**src/rtl/kms_pkg.sv**
```systemverilog
// Shared types for the key matrix scanner.
package kms_pkg;
    // Press-cycle phases of the scan controller.
    typedef enum logic [2:0] {
        ST_IDLE,      // all scan lines asserted, waiting for a key
        ST_DEBOUNCE,  // all scan lines asserted, counting debounce ticks
        ST_SCAN,      // one scan line asserted per tick slot
        ST_DECIDE,    // publish the result of the scan
        ST_RELEASE    // all scan lines asserted, waiting for release
    } scan_state_t;
endpackage

```
**src/rtl/kms_sync.sv**
```systemverilog
// Two-flop synchronizer for a bus of asynchronous sense inputs.
// Assumes each bit is independent; no multi-bit coherence is implied.
module kms_sync #(
    parameter int W       = 8,
    parameter bit RST_VAL = 1'b1
) (
    input  logic         clk,
    input  logic         rst_n,
    input  logic [W-1:0] din,
    output logic [W-1:0] dout
);
    logic [W-1:0] meta_q;

    // Two-stage capture; reset to the inactive level.
    always_ff @(posedge clk) begin
        if (!rst_n) begin
            meta_q <= {W{RST_VAL}};
            dout   <= {W{RST_VAL}};
        end else begin
            meta_q <= din;
            dout   <= meta_q;
        end
    end
endmodule

```
**src/rtl/kms_line_enc.sv**
```systemverilog
// Counts active lines in a vector and encodes the highest active index.
// Purely combinational; `one` and `multi` are mutually exclusive.
module kms_line_enc #(
    parameter int W  = 8,
    parameter int IW = (W > 1) ? $clog2(W) : 1
) (
    input  logic [W-1:0]  act,
    output logic          one,
    output logic          multi,
    output logic [IW-1:0] idx
);
    localparam int CW = $clog2(W + 1);
    logic [CW-1:0] cnt;

    // Population count and highest-index encoder in one pass.
    always_comb begin
        cnt = '0;
        idx = '0;
        for (int i = 0; i < W; i++) begin
            if (act[i]) begin
                cnt = cnt + CW'(1);
                idx = IW'(i);
            end
        end
    end

    assign one   = (cnt == CW'(1));
    assign multi = (cnt > CW'(1));
endmodule

```
**src/rtl/kms_ctrl.sv**
```systemverilog
// Press-cycle controller: wake-up, debounce, ascending scan, result publish
// and release wait. Assumes bit_tick pulses are at least 3 clocks apart, so
// a scan pattern has passed the sense synchronizer before it is sampled.
// Key index layout: command lines first, then system lines.
module kms_ctrl
    import kms_pkg::*;
#(
    parameter int N_DRV     = 8,
    parameter int CMD_LINES = 8,
    parameter int SYS_LINES = 4,
    parameter int DEB_TICKS = 10,
    parameter int KIW       = $clog2(CMD_LINES + SYS_LINES),
    parameter int SIW_IN    = (SYS_LINES > 1) ? $clog2(SYS_LINES) : 1
) (
    input  logic                                  clk,
    input  logic                                  rst_n,
    input  logic                                  bit_tick,
    input  logic                                  strap_mode,
    input  logic                                  key_one,
    input  logic                                  key_multi,
    input  logic [KIW-1:0]                        key_idx,
    input  logic                                  strap_one,
    input  logic                                  strap_multi,
    input  logic [SIW_IN-1:0]                     strap_idx,
    output logic [N_DRV-1:0]                      drv_en_n,
    output logic                                  code_valid,
    output logic                                  key_is_sys,
    output logic [$clog2(CMD_LINES)+$clog2(N_DRV)-1:0] cmd_code,
    output logic [SIW_IN+$clog2(N_DRV)-1:0]       sys_code,
    output logic                                  sys_ok
);
    localparam int DIW     = $clog2(N_DRV);
    localparam int CIW     = $clog2(CMD_LINES);
    localparam int CNT_MAX = (DEB_TICKS > N_DRV) ? DEB_TICKS : N_DRV;
    localparam int CNT_W   = $clog2(CNT_MAX + 1);

    scan_state_t        state;
    logic [CNT_W-1:0]   tick_cnt;
    logic               key_any, strap_any;
    logic               deb_last, scan_last;
    logic               found, found_bad;
    logic [KIW-1:0]     hit_idx;
    logic [DIW-1:0]     hit_drv;
    logic               strap_seen, strap_bad;
    logic [SIW_IN-1:0]  strap_z;
    logic [DIW-1:0]     strap_drv;
    logic [SIW_IN-1:0]  sys_off;

    assign key_any   = key_one | key_multi;
    assign strap_any = strap_one | strap_multi;
    assign deb_last  = (tick_cnt == CNT_W'(DEB_TICKS - 1));
    assign scan_last = (tick_cnt == CNT_W'(N_DRV - 1));
    assign sys_off   = SIW_IN'(hit_idx - KIW'(CMD_LINES));

    // Phase sequencing and the shared debounce / scan-slot counter.
    always_ff @(posedge clk) begin
        if (!rst_n) begin
            state    <= ST_IDLE;
            tick_cnt <= '0;
        end else begin
            case (state)
                ST_IDLE: begin
                    tick_cnt <= '0;
                    if (key_multi)    state <= ST_RELEASE;
                    else if (key_one) state <= ST_DEBOUNCE;
                end
                ST_DEBOUNCE: if (bit_tick) begin
                    if (deb_last) begin
                        tick_cnt <= '0;
                        state    <= key_one ? ST_SCAN : ST_RELEASE;
                    end else begin
                        tick_cnt <= tick_cnt + CNT_W'(1);
                    end
                end
                ST_SCAN: if (bit_tick) begin
                    if (scan_last) begin
                        tick_cnt <= '0;
                        state    <= ST_DECIDE;
                    end else begin
                        tick_cnt <= tick_cnt + CNT_W'(1);
                    end
                end
                ST_DECIDE: state <= ST_RELEASE;
                ST_RELEASE: if (bit_tick && !key_any) state <= ST_IDLE;
                default: state <= ST_IDLE;
            endcase
        end
    end

    // Scan line enables: one-cold slot during the scan, all asserted otherwise.
    for (genvar g = 0; g < N_DRV; g++) begin : g_drv
        assign drv_en_n[g] = (state == ST_SCAN) && (tick_cnt != CNT_W'(g));
    end

    // Per-slot capture; a later slot with activity overrides earlier ones.
    always_ff @(posedge clk) begin
        if (!rst_n || state == ST_DEBOUNCE) begin
            found      <= 1'b0;
            found_bad  <= 1'b0;
            hit_idx    <= '0;
            hit_drv    <= '0;
            strap_seen <= 1'b0;
            strap_bad  <= 1'b0;
            strap_z    <= '0;
            strap_drv  <= '0;
        end else if (state == ST_SCAN && bit_tick) begin
            if (key_any) begin
                found     <= 1'b1;
                found_bad <= key_multi;
                if (key_one) begin
                    hit_idx <= key_idx;
                    hit_drv <= tick_cnt[DIW-1:0];
                end
            end
            if (strap_mode && strap_any) begin
                strap_seen <= 1'b1;
                strap_bad  <= strap_multi;
                if (strap_one) begin
                    strap_z   <= strap_idx;
                    strap_drv <= tick_cnt[DIW-1:0];
                end
            end
        end
    end

    // Result publish: strobe and code registers, loaded once per legal scan.
    always_ff @(posedge clk) begin
        if (!rst_n) begin
            code_valid <= 1'b0;
            key_is_sys <= 1'b0;
            cmd_code   <= '0;
            sys_code   <= '0;
            sys_ok     <= 1'b0;
        end else begin
            code_valid <= 1'b0;
            if (state == ST_DECIDE && found && !found_bad) begin
                code_valid <= 1'b1;
                if (hit_idx >= KIW'(CMD_LINES)) begin
                    key_is_sys <= 1'b1;
                    sys_code   <= {sys_off, hit_drv};
                    sys_ok     <= 1'b1;
                end else begin
                    key_is_sys <= 1'b0;
                    cmd_code   <= {hit_idx[CIW-1:0], hit_drv};
                    if (strap_mode) begin
                        sys_ok <= strap_seen && !strap_bad;
                        if (strap_seen && !strap_bad) sys_code <= {strap_z, strap_drv};
                    end
                end
            end
        end
    end

    AST_STROBE_DRIVERS_ALL: assert property (@(posedge clk) disable iff (!rst_n)
        code_valid |-> (drv_en_n == '0));
    AST_SCAN_ONE_COLD: assert property (@(posedge clk) disable iff (!rst_n)
        (state == ST_SCAN) |-> ($countones(drv_en_n) == N_DRV - 1));
    AST_SLOT_HELD: assert property (@(posedge clk) disable iff (!rst_n)
        (state == ST_SCAN && !bit_tick) |=> $stable(drv_en_n));
    AST_STROBE_PULSE: assert property (@(posedge clk) disable iff (!rst_n)
        code_valid |=> !code_valid);
    AST_STROBE_AFTER_SCAN: assert property (@(posedge clk) disable iff (!rst_n)
        code_valid |-> ($past(state) == ST_DECIDE));
    AST_MULTI_NO_SCAN: assert property (@(posedge clk) disable iff (!rst_n)
        (state == ST_IDLE && key_multi) |=> (drv_en_n == '0));
    AST_RELEASE_QUIET: assert property (@(posedge clk) disable iff (!rst_n)
        ($past(state) == ST_RELEASE && state == ST_RELEASE) |-> !code_valid);
endmodule

```
**src/rtl/keypad_scan_top.sv**
```systemverilog
// Key matrix scanner top: synchronizes the sense lines, forms the key and
// strap vectors for the selected system mode, and runs the press controller.
// Assumes strap_mode is static configuration and bit_tick pulses are at
// least 3 clocks apart. FRAME_TICKS must exceed N_DRV.
module keypad_scan_top #(
    parameter int N_DRV       = 8,
    parameter int CMD_LINES   = 8,
    parameter int SYS_LINES   = 4,
    parameter int FRAME_TICKS = 18
) (
    input  logic                                       clk,
    input  logic                                       rst_n,
    input  logic                                       bit_tick,
    input  logic                                       strap_mode,
    input  logic [CMD_LINES-1:0]                       cmd_sense_n,
    input  logic [SYS_LINES-1:0]                       sys_sense_n,
    output logic [N_DRV-1:0]                           drv_en_n,
    output logic                                       code_valid,
    output logic                                       key_is_sys,
    output logic [$clog2(CMD_LINES)+$clog2(N_DRV)-1:0] cmd_code,
    output logic [$clog2(SYS_LINES)+$clog2(N_DRV)-1:0] sys_code,
    output logic                                       sys_ok
);
    localparam int DEB_TICKS = FRAME_TICKS - N_DRV;
    localparam int KEY_W     = CMD_LINES + SYS_LINES;
    localparam int KIW       = $clog2(KEY_W);
    localparam int SIW       = $clog2(SYS_LINES);

    logic [CMD_LINES-1:0] cmd_s_n;
    logic [SYS_LINES-1:0] sys_s_n;
    logic [KEY_W-1:0]     key_vec;
    logic [SYS_LINES-1:0] strap_vec;
    logic                 key_one, key_multi, strap_one, strap_multi;
    logic [KIW-1:0]       key_idx;
    logic [SIW-1:0]       strap_idx;

    kms_sync #(.W(CMD_LINES), .RST_VAL(1'b1)) u_sync_cmd (
        .clk(clk), .rst_n(rst_n), .din(cmd_sense_n), .dout(cmd_s_n));
    kms_sync #(.W(SYS_LINES), .RST_VAL(1'b1)) u_sync_sys (
        .clk(clk), .rst_n(rst_n), .din(sys_sense_n), .dout(sys_s_n));

    // System lines count as keys only in key mode; in strap mode they feed the strap encoder.
    assign key_vec   = {~sys_s_n & {SYS_LINES{~strap_mode}}, ~cmd_s_n};
    assign strap_vec = ~sys_s_n & {SYS_LINES{strap_mode}};

    kms_line_enc #(.W(KEY_W), .IW(KIW)) u_enc_key (
        .act(key_vec), .one(key_one), .multi(key_multi), .idx(key_idx));
    kms_line_enc #(.W(SYS_LINES), .IW(SIW)) u_enc_strap (
        .act(strap_vec), .one(strap_one), .multi(strap_multi), .idx(strap_idx));

    kms_ctrl #(
        .N_DRV(N_DRV), .CMD_LINES(CMD_LINES), .SYS_LINES(SYS_LINES),
        .DEB_TICKS(DEB_TICKS), .KIW(KIW), .SIW_IN(SIW)
    ) u_ctrl (
        .clk(clk), .rst_n(rst_n), .bit_tick(bit_tick), .strap_mode(strap_mode),
        .key_one(key_one), .key_multi(key_multi), .key_idx(key_idx),
        .strap_one(strap_one), .strap_multi(strap_multi), .strap_idx(strap_idx),
        .drv_en_n(drv_en_n), .code_valid(code_valid), .key_is_sys(key_is_sys),
        .cmd_code(cmd_code), .sys_code(sys_code), .sys_ok(sys_ok));

    AST_CODE_ONLY_ON_STROBE: assert property (@(posedge clk) disable iff (!rst_n)
        !$stable(cmd_code) |-> code_valid);
endmodule

```
**config.mk**
```make
export PLATFORM = sky130hd
export DESIGN_NAME = keypad_scan_top
export DESIGN_NICKNAME = d
export VERILOG_FILES = /design/src/rtl/kms_pkg.sv /design/src/rtl/kms_sync.sv /design/src/rtl/kms_line_enc.sv /design/src/rtl/kms_ctrl.sv /design/src/rtl/keypad_scan_top.sv
export SDC_FILE = /design/constraint.sdc
export NUM_CORES = 1
export LEC_CHECK = 0
export ABC_AREA = 1
export BUFFER_PORTS_ARGS = -buffer_cell sky130_fd_sc_hd__buf_2
export CAP_MARGIN = 20
export CORE_ASPECT_RATIO = 1.25
export CORE_MARGIN = 2
export CORE_UTILIZATION = 39
export CTS_CLUSTER_DIAMETER = 30
export DETAILED_ROUTE_END_ITERATION = 6
export SETUP_SLACK_MARGIN = 0.2
export SYNTH_ARGS = -nofsm -noshare
export SYNTH_HDL_FRONTEND = slang
export SYNTH_HIERARCHICAL = 1
export SYNTH_SLANG_ARGS = --single-unit
```
**constraint.sdc**
```tcl
create_clock -name clk -period 8.28 [get_ports clk]
set_input_delay 0.414 -clock clk [delete_from_list [all_inputs] [get_ports clk]]
set_output_delay 0.414 -clock clk [all_outputs]
set_load 0.05 [all_outputs]
```
==> metrics.csv <==
metric,value,unit
die area,11900,µm²
IO Port Bufs,37,
Fill cells,1137,
Yosys reg bits,61,
worst vdd ir,0.102,mV
vias in the first global route,3821,
global-route wire length before repair,16600,µm
Worst EP required,8.50,ns
area grow syn2layout,12.4,%
Ys Warns,6,
Placed Cells,832,
starting density of the core,0.404,
drt total wl,9600,µm
CTS tree,done,
kind of end point of the critical path,flop,
area fraction of the dominant cell type after synthesis,0.283,
Worst Skew,0.00545,ns
Sink Count,61,
Clock transition at path regs,0.05,ns
Placeable Area,10700,µm²
FMAX,157,MHz
H-tree depth,3,
"Async S/R FF share, synth",0,
Clock Latency Late Sink,0.33,ns
Reg area,1220,µm²
power density cells,207,nW/µm²
vias per inst,4.79,
critical path startpoint category,flop,
Antenna diodes,0,
Finish-stage setup viols,0,
setup TNS,0,ns
min cycle time layout,6.39,ns
total CTS buffers,9,
GPL Wtd Cong,0.853,
ratio of cells with drive above 1 in the final layout,0.173,
All-Layer GR Usage,0.170,
Antenna Nets Post-Route,0,
Place WS,1.94,ns
Max Cap Viol,0,
syn_nets,712,
worst slew pin tran,0.751,ns
Final Hold Viols,0,
hold buffer count at CTS,0,
antenna violations before repair,0,
largest net degree at the start of global routing,43,
# DRC,0,
CP Class,reg2reg,
"Buf+Inv Stages, Crit Path",5,
Final WS setup,1.89,ns
CTS-repair resized insts,0,
die width,98.0,µm
P_leak,2.58,nW
Yosys cell types,38,
Worst slew margin,0.499,
Post-Syn Area,4310,µm²
cell row count,42,
Final Power,1.00,mW
Worst path top cell family by delay,simple AND/OR/NAND/NOR gates,
Mapped Avg Cell Area,6.37,µm²
Multi-input gate area,2600,µm²
# nets final,746,
DR vias,4066,
"non-filler cells, final",848,
register area share after synthesis,0.283,
Crit-path slowest cell,ha_1,
# Post-CTS Setup Buffers,0,
final global-route overflow total,0,
hpwl dp,7580,µm
"critical path fanouts, max",7,
Root Driver,clkbuf_16,
CP most frequent cell,nand2_1,
Main synth FF type,dfxtp_1,
Mapped Cells,677,
Wirelength per Cell,11.3,µm
initial DRC count,188,
# IOs,38,
ranking of synthesized cells by area,"dfxtp_1 (28%), nand2_1 (18%), inv_1 (7.7%)",
Clock Path Buffers,2,
DIE HEIGHT,122,µm
fin. max-slew vios,0,
Slowest Stage Delay on Critical Path,0.35,ns
Final Cycle Share,0.771,
final core occ,0.454,
Critical Path AT,6.61,ns
HP Class,in2reg,
outcome,completed,
router iterations before antenna repair,5,
Post-synth EDFFs,0,
RSZ-0062 raised after global routing,no,
largest area contributor in the netlist,dfxtp_1,
==> metal layers <==
metal	global-route usage	vias to the layer above	wire [µm]
li1	-	2167	-
met1	0.193	1815	4280
met2	0.317	70	4890
met3	0.0298	14	283
met4	0.0608	0	151
met5	0	-	0
==> power breakdown <==
part           internal, mW  switching [mW]  leakage, nW
Combinational        0.0926           0.215         1.95
Sequential            0.310          0.0210        0.498
Clock                 0.241           0.124        0.136
Total                 0.643           0.360         2.58
==> logic make-up (layout without fill, tap and decap cells) <==
group	Yosys count	count (layout)	share of synthesized area
adders and majority gates	19	19	0.0551
and+or+nand+nor	418	418	0.461
muxes	5	5	0.0116
xor gates and xnor gates	2	2	0.00581
AOI/OAI and AO/OA	58	58	0.0696
buffers and inverters	114	153	0.114
DFF	61	61	0.283
==> layout by cell type, fill, tap and decap left out, types with 2 or more instances in the layout <==
cell type   Yosys  routed
nor3_1          2       2
nand3b_1        3       3
a21oi_2         2       2
a21oi_1        28      28
inv_1          88      88
nand2_2        18      18
dfxtp_1        61      61
nand2_4        12      12
nand3_1        65      65
mux2i_1         5       5
nand2_1       207     207
ha_1           19      19
nand3_4         3       3
nor2_2          9       9
buf_2           5      37
nor2_1         77      77
clkinvlp_4      0       2
or2_1           3       3
nand3_2         8       8
a31oi_1         2       2
or2_2           4       4
o21ai_0        25      25
nor2_4          2       2
clkbuf_1        1       3
inv_2          10      10
clkbuf_16       0       9
==> sequential cells by signal, summed over array words and instances, names as in the netlist, 2 cells and up <==
| signal | flops |
|---|---|
| u_ctrl/strap_z | 2 |
| u_ctrl/tick_cnt | 4 |
| u_ctrl/state | 3 |
| u_sync_sys/meta_q | 4 |
| u_ctrl/hit_drv | 3 |
| u_ctrl/sys_code | 5 |
| u_ctrl/strap_drv | 3 |
| u_sync_cmd/meta_q | 8 |
| u_ctrl/hit_idx | 4 |
| u_sync_sys/dout | 4 |
| u_sync_cmd/dout | 8 |
| u_ctrl/cmd_code | 6 |
==> synthesized netlist by cell type (2+ instances only) <==
cell type,n
nand3_1,65
nor2_4,2
nor2_1,77
buf_2,5
a31oi_1,2
o21ai_0,25
nor2_2,9
buf_6,4
ha_1,19
a21oi_1,28
nor3_1,2
nand2_2,18
or2_1,3
nand3b_1,3
mux2i_1,5
buf_4,2
or2_2,4
nand3_4,3
inv_2,10
inv_1,88
dfxtp_1,61
a21oi_2,2
nand2_4,12
nand3_2,8
nand2_1,207
==> metrics by stage <==
step / hold WS (ns) / instance area [µm²]
2_1_floorplan: 0.380 / 4310
3_3_place_gp: 0.383 / 4550
3_5_place_dp: 0.386 / 4550
4_1_cts: 0.244 / 4840
5_1_grt: 0.257 / 4840
6_report: 0.257 / 4840
==> worst paths after layout <==
path	from	endpoint	slack, ns	depth (start not counted)
max	u_sync_cmd/dout[0]	u_ctrl/state[0]	1.89	44
min	cmd_sense_n[1]	u_sync_cmd/meta_q[1]	0.26	3
max reg2reg	u_sync_cmd/dout[0]	u_ctrl/state[0]	1.89	44
min reg2reg	u_sync_sys/meta_q[0]	u_sync_sys/dout[0]	0.40	2
==> layout make-up <==
| type | count | area share |
|---|---|---|
| inverter | 100 | 0.0783 |
| clock buffer | 13 | 0.0517 |
| multi-input combinational | 502 | 0.536 |
| sequential | 61 | 0.252 |
| clock inverter | 3 | 0.00930 |
| timing repair buffer | 37 | 0.0382 |
| tap | 132 | 0.0341 |
==> worst reg2reg max path: cells and delay by family, from the launching register on <==
| kind | cells | cell delay, ns |
|---|---|---|
| simple gates | 31 | 3.56 |
| buf+inv | 5 | 0.37 |
| compound gates | 2 | 0.45 |
| flops | 1 | 0.29 |
| fa+ha+maj | 6 | 1.58 |
No activity file was read; power rests on OpenSTA's default activity.
